## config.mk

```make
export PLATFORM = sky130hd
export DESIGN_NAME = pwrdn_ctrl
export DESIGN_NICKNAME = d
export VERILOG_FILES = /design/src/rtl/pwrdn_ctrl_pkg.sv /design/src/rtl/pwrdn_wr_decode.sv /design/src/rtl/pwrdn_fsm.sv /design/src/rtl/pwrdn_periph_gate.sv /design/src/rtl/pwrdn_ctrl.sv
export SDC_FILE = /design/constraint.sdc
export NUM_CORES = 1
export LEC_CHECK = 0
export CAP_MARGIN = 20
export CORE_AREA = 2 2 39 41
export CTS_CLUSTER_SIZE = 24
export DETAILED_ROUTE_END_ITERATION = 10
export DIE_AREA = 0 0 41 43
export PLACE_DENSITY = 0.72
export RECOVER_POWER = 25
export SETUP_SLACK_MARGIN = 0.05
export SYNTH_ARGS = -nofsm -noshare
export SYNTH_HDL_FRONTEND = slang
export SYNTH_SLANG_ARGS = --single-unit
```

## constraint.sdc

```tcl
create_clock -name clk -period 1.9 [get_ports clk]
set_input_delay 0.38 -clock clk [delete_from_list [all_inputs] [get_ports clk]]
set_output_delay 0.38 -clock clk [all_outputs]
set_load 0.03 [all_outputs]
```

## src/rtl/pwrdn_ctrl_pkg.sv

```systemverilog
package pwrdn_ctrl_pkg;

  typedef enum logic [1:0] {
    PD_RUN   = 2'd0,
    PD_ARMED = 2'd1,
    PD_SLEEP = 2'd2
  } pd_state_e;

  localparam int unsigned REG_CMD  = 0;
  localparam int unsigned REG_MASK = 1;

  // Power-state step: an interrupt outranks bus idle while armed.
  function automatic pd_state_e pd_step(pd_state_e cur, logic arm_req,
                                        logic idle, logic irq);
    pd_state_e nxt;
    case (cur)
      PD_RUN:   nxt = arm_req ? PD_ARMED : PD_RUN;
      PD_ARMED: nxt = irq ? PD_RUN : (idle ? PD_SLEEP : PD_ARMED);
      PD_SLEEP: nxt = irq ? PD_RUN : PD_SLEEP;
      default:  nxt = PD_RUN;
    endcase
    return nxt;
  endfunction

endpackage

```

## src/rtl/pwrdn_wr_decode.sv

```systemverilog
module pwrdn_wr_decode #(
  parameter int unsigned ADDR_W = 2
) (
  input  logic              wr_en,
  input  logic [ADDR_W-1:0] wr_addr,
  input  logic              cmd_bit,
  output logic              arm_cmd,
  output logic              mask_wr
);
  import pwrdn_ctrl_pkg::*;

  localparam logic [ADDR_W-1:0] A_CMD  = ADDR_W'(REG_CMD);
  localparam logic [ADDR_W-1:0] A_MASK = ADDR_W'(REG_MASK);

  always_comb begin
    arm_cmd = wr_en && (wr_addr == A_CMD) && cmd_bit;
    mask_wr = wr_en && (wr_addr == A_MASK);
  end

endmodule

```

## src/rtl/pwrdn_fsm.sv

```systemverilog
module pwrdn_fsm (
  input  logic clk,
  input  logic rst_n,
  input  logic arm_cmd,
  input  logic bus_idle,
  input  logic irq_pending,
  output logic armed,
  output logic asleep
);
  import pwrdn_ctrl_pkg::*;

  pd_state_e state_q;
  pd_state_e state_d;

  always_comb state_d = pd_step(state_q, arm_cmd, bus_idle, irq_pending);

  always_ff @(posedge clk or negedge rst_n) begin
    if (!rst_n) state_q <= PD_RUN;
    else        state_q <= state_d;
  end

  assign armed  = (state_q == PD_ARMED);
  assign asleep = (state_q == PD_SLEEP);

  AST_SLEEP_AFTER_IDLE: assert property (@(posedge clk) disable iff (!rst_n)
    $rose(asleep) |-> $past(bus_idle) && $past(armed));
  AST_WAIT_FOR_IDLE: assert property (@(posedge clk) disable iff (!rst_n)
    (armed && !bus_idle && !irq_pending) |=> armed);
  AST_WAKE_ON_IRQ: assert property (@(posedge clk) disable iff (!rst_n)
    (asleep && irq_pending) |=> !asleep && !armed);
  AST_IRQ_CANCELS_ARM: assert property (@(posedge clk) disable iff (!rst_n)
    (armed && irq_pending) |=> !asleep && !armed);
  AST_HOLD_SLEEP: assert property (@(posedge clk) disable iff (!rst_n)
    (asleep && !irq_pending) |=> asleep);
  AST_ONE_STATE: assert property (@(posedge clk) disable iff (!rst_n)
    $onehot0({armed, asleep}));

endmodule

```

## src/rtl/pwrdn_periph_gate.sv

```systemverilog
module pwrdn_periph_gate #(
  parameter int unsigned N_PERIPH = 8
) (
  input  logic                clk,
  input  logic                rst_n,
  input  logic                mask_wr,
  input  logic [N_PERIPH-1:0] mask_data,
  output logic [N_PERIPH-1:0] periph_en
);

  for (genvar i = 0; i < N_PERIPH; i++) begin : g_en
    always_ff @(posedge clk or negedge rst_n) begin
      if (!rst_n)       periph_en[i] <= 1'b1;
      else if (mask_wr) periph_en[i] <= mask_data[i];
    end
  end

  AST_MASK_LOAD: assert property (@(posedge clk) disable iff (!rst_n)
    mask_wr |=> periph_en == $past(mask_data));
  AST_MASK_HOLD: assert property (@(posedge clk) disable iff (!rst_n)
    !mask_wr |=> $stable(periph_en));

endmodule

```

## src/rtl/pwrdn_ctrl.sv

```systemverilog
module pwrdn_ctrl #(
  parameter int unsigned N_PERIPH = 8,
  parameter int unsigned ADDR_W   = 2
) (
  input  logic                clk,
  input  logic                rst_n,
  input  logic                wr_en,
  input  logic [ADDR_W-1:0]   wr_addr,
  input  logic [N_PERIPH-1:0] wr_data,
  input  logic                bus_idle,
  input  logic                irq_pending,
  output logic                core_clk_en,
  output logic [N_PERIPH-1:0] periph_clk_en,
  output logic                pd_status
);

  logic arm_cmd;
  logic mask_wr;
  logic armed;
  logic asleep;

  pwrdn_wr_decode #(.ADDR_W(ADDR_W)) u_dec (
    .wr_en   (wr_en),
    .wr_addr (wr_addr),
    .cmd_bit (wr_data[0]),
    .arm_cmd (arm_cmd),
    .mask_wr (mask_wr)
  );

  pwrdn_fsm u_fsm (
    .clk         (clk),
    .rst_n       (rst_n),
    .arm_cmd     (arm_cmd),
    .bus_idle    (bus_idle),
    .irq_pending (irq_pending),
    .armed       (armed),
    .asleep      (asleep)
  );

  pwrdn_periph_gate #(.N_PERIPH(N_PERIPH)) u_gate (
    .clk       (clk),
    .rst_n     (rst_n),
    .mask_wr   (mask_wr),
    .mask_data (wr_data),
    .periph_en (periph_clk_en)
  );

  assign core_clk_en = !asleep;
  assign pd_status   = asleep;

  AST_STATUS_MATCH: assert property (@(posedge clk) disable iff (!rst_n)
    pd_status != core_clk_en);
  AST_NO_SLEEP_FROM_RUN: assert property (@(posedge clk) disable iff (!rst_n)
    (!armed && !asleep) |=> !asleep);
  AST_IGNORED_WRITE: assert property (@(posedge clk) disable iff (!rst_n)
    (!armed && !asleep && !arm_cmd) |=> !armed && !asleep);

endmodule

```

==> flow_summary.json <==
{
  "drc": 0,
  "detail_route.iter0.violations": 0,
  "die-area_mm2": 0.001763,
  "antenna_violating_nets_remaining": 0,
  "grt_max_degree": 11,
  "timing.critical_path.slowest_cell_delay_ns": 0.39,
  "final-hold-violation-count": 0,
  "max_slew_margin_pct": 72.12,
  "cts.reportedPaths.clkPinSlew_ns": 0.06,
  "critPathCaptureType": "output port",
  "routed_wirelength_um": 862,
  "final-setup-viol-count": 0,
  "initial_core_util_pct": 32.82,
  "grt_overflow": 0,
  "tns_setup_ns": 0,
  "die-width_um": 41,
  "layout.cell_area.non_filler_um2": 758.2,
  "placement.io_buffers": 24,
  "routed_via_density": 4.414,
  "timing.critical_path.required_ns": 1.52,
  "unrepaired_setup_endpoints_after_global_routing": "false",
  "path_cells": "nor2b_2 > inv_2 > dlygate4sd2_1",
  "achievable-frequency_mhz": 615.2,
  "post-route-util_pct": 54.79,
  "most_frequent_cells_in_the_layout": "sky130_fd_sc_hd__clkdlybuf4s50_1 (13), sky130_fd_sc_hd__mux2_4 (8), sky130_fd_sc_hd__dlymetal6s2s_1 (8), sky130_fd_sc_hd__dfstp_2 (8), sky130_fd_sc_hd__clkbuf_4 (3)",
  "synth-seq-area-share_pct": 57.30,
  "worst-endpoint-arrival_ns": 1.25,
  "ys_warn_count": 0,
  "yosys.cell_types.count": 11,
  "clockBufferDepth": 2,
  "dp_hpwl_um": 723.8,
  "clock_skew_ns": 0.00003333,
  "timing.setup.critical_path_class": "reg2out",
  "grt_pass1_wl_mm": 1.255,
  "fin_nets": 70,
  "hp-class": "reg2reg",
  "post-route-period-util_pct": 85.55,
  "numCtsBuffers": 3,
  "vias": 309,
  "cts_htree_levels": 1,
  "layout_commonest_cell": "sky130_fd_sc_hd__clkdlybuf4s50_1",
  "post_synth.cell_area_avg_um2": 17.47,
  "dieHeight_um": 43,
  "power_per_cell_area_mw_per_mm2": 868.9,
  "tritoncts": "built",
  "antenna_found_initial": 0,
  "wire_per_inst_um": 12.31,
  "tritoncts_num_sinks": 10,
  "period_needed_ns": 1.625,
  "globalRouteTotalUtil_pct": 11.18,
  "area_growth_syn_to_layout_pct": 66.94,
  "place_congestion": 0.5746,
  "slew_viol_final": 0,
  "clock_latency_ns": 0.26,
  "hold_depth": 1,
  "r2r.worst_path.cells": 2,
  "postSynthNetCount": 41,
  "critPathLaunchType": "flip-flop",
  "synthesis.instances": 26,
  "drive_gt1_share_pct": 40.74,
  "drtPass1Iterations": 1,
  "layoutNonFillerInstCount": 70,
  "standard_cell_core_area_mm2": 0.001384,
  "p_leak_nw": 0.4035,
  "dp.cells": 66,
  "peakVddDrop_v": 0.0003774,
  "synth.cell_area_um2": 454.2,
  "fp-row-count": 14,
  "design.portCount": 25,
  "cts_root_buf": "sky130_fd_sc_hd__clkbuf_4",
  "worstMarginPinSlew_ns": 0.4168,
  "crit_slowest_cell": "sky130_fd_sc_hd__dfrtp_1",
  "status": "complete, no violations",
  "max-cap-violations": 0,
  "antenna_cells": 0,
  "via_count_of_the_first_global_routing_pass": 315,
  "synth.ff_latch_count": 10,
  "placedInstanceArea_um2": 714.4,
  "critPathMaxFanout": 4
}
[timing repair]
item,in CTS,in global routing
hold buffers,0,0
buffers inserted,0,0
setup endpoints to repair,2,8
pin swaps,0,0
resized for setup,2,8
[worst paths after layout]
path	startpoint	endpoint	slack [ns]
worst max-delay path	u_fsm.state_q[1]$_DFF_PN0_	core_clk_en	0.27
worst min-delay path	u_fsm.state_q[1]$_DFF_PN0_	u_fsm.state_q[0]$_DFF_PN0_	0.48
worst max register to register	u_fsm.state_q[1]$_DFF_PN0_	u_fsm.state_q[0]$_DFF_PN0_	0.84
worst min register to register	u_fsm.state_q[1]$_DFF_PN0_	u_fsm.state_q[0]$_DFF_PN0_	0.48
max in group asynchronous	rst_n	u_gate.periph_en[1]$_DFFE_PN1P_	1.08
min in group asynchronous	rst_n	u_fsm.state_q[1]$_DFF_PN0_	0.49
[critical path: cells and delay by family, from the launching register on]
| family | cells | cell delay [ns] |
|---|---|---|
| DFF | 1 | 0.39 |
| buffers and inverters | 2 | 0.43 |
| and+or+nand+nor | 1 | 0.17 |
[Yosys cell counts]
library cell	instances	area, µm²
sky130_fd_sc_hd__a21oi_1	1	5.000
sky130_fd_sc_hd__dfrtp_1	2	50.05
sky130_fd_sc_hd__dfstp_2	8	210.2
sky130_fd_sc_hd__inv_2	1	3.750
sky130_fd_sc_hd__mux2_4	8	120.1
sky130_fd_sc_hd__nand3b_1	1	7.510
sky130_fd_sc_hd__nand3b_4	1	20.02
sky130_fd_sc_hd__nand4bb_1	1	11.26
sky130_fd_sc_hd__nor2b_2	1	8.760
sky130_fd_sc_hd__o31ai_1	1	7.510
sky130_fd_sc_hd__or4b_1	1	10.01
[cell type report]
cell class                      instances  area (µm²)
Clock buffer                            4       26.28
Fill cell                             120       625.6
Inverter                                1       3.754
Multi-Input combinational cell         15       190.2
Sequential cell                        10       260.3
Tap cell                               16       20.02
Timing Repair Buffer                   24       257.7
[sequential cells by signal, indices dropped and copies added (netlist names)]
name,cells
u_fsm.state_q,2
u_gate.periph_en,8
[through the flow]
step | hold WS [ns] | setup WS (ns) | power (mW)
floorplan | 0.08441 | 0.6330 | 0.4217
global placement | 0.4691 | 0.2870 | 0.5254
detailed placement | 0.4769 | 0.2793 | 0.5281
CTS | 0.4360 | 0.05171 | 0.6782
global route | 0.5112 | 0.2174 | 0.7008
finish | 0.4768 | 0.2745 | 0.6589
[logic make-up after synthesis]
group,after synthesis,synth area share [%]
compound gates,2,2.754
simple gates,5,12.67
flops,10,57.30
mux,8,26.45
buf+inv,1,0.8257
[power by group]
group	total [mW]	switching [mW]	internal, mW
Combinational	0.229	0.107	0.122
Sequential	0.286	0.0157	0.270
Clock	0.144	0.0638	0.0807
[layer usage]
metal	routed length [µm]	up-vias	global-route usage [%]
li1	-	152	-
met1	371	135	13.71
met2	361	22	15.31
met3	129	0	5.759
met4	0	0	6.000
met5	0	-	0
Note: power is estimated with default switching activity, not from simulation.
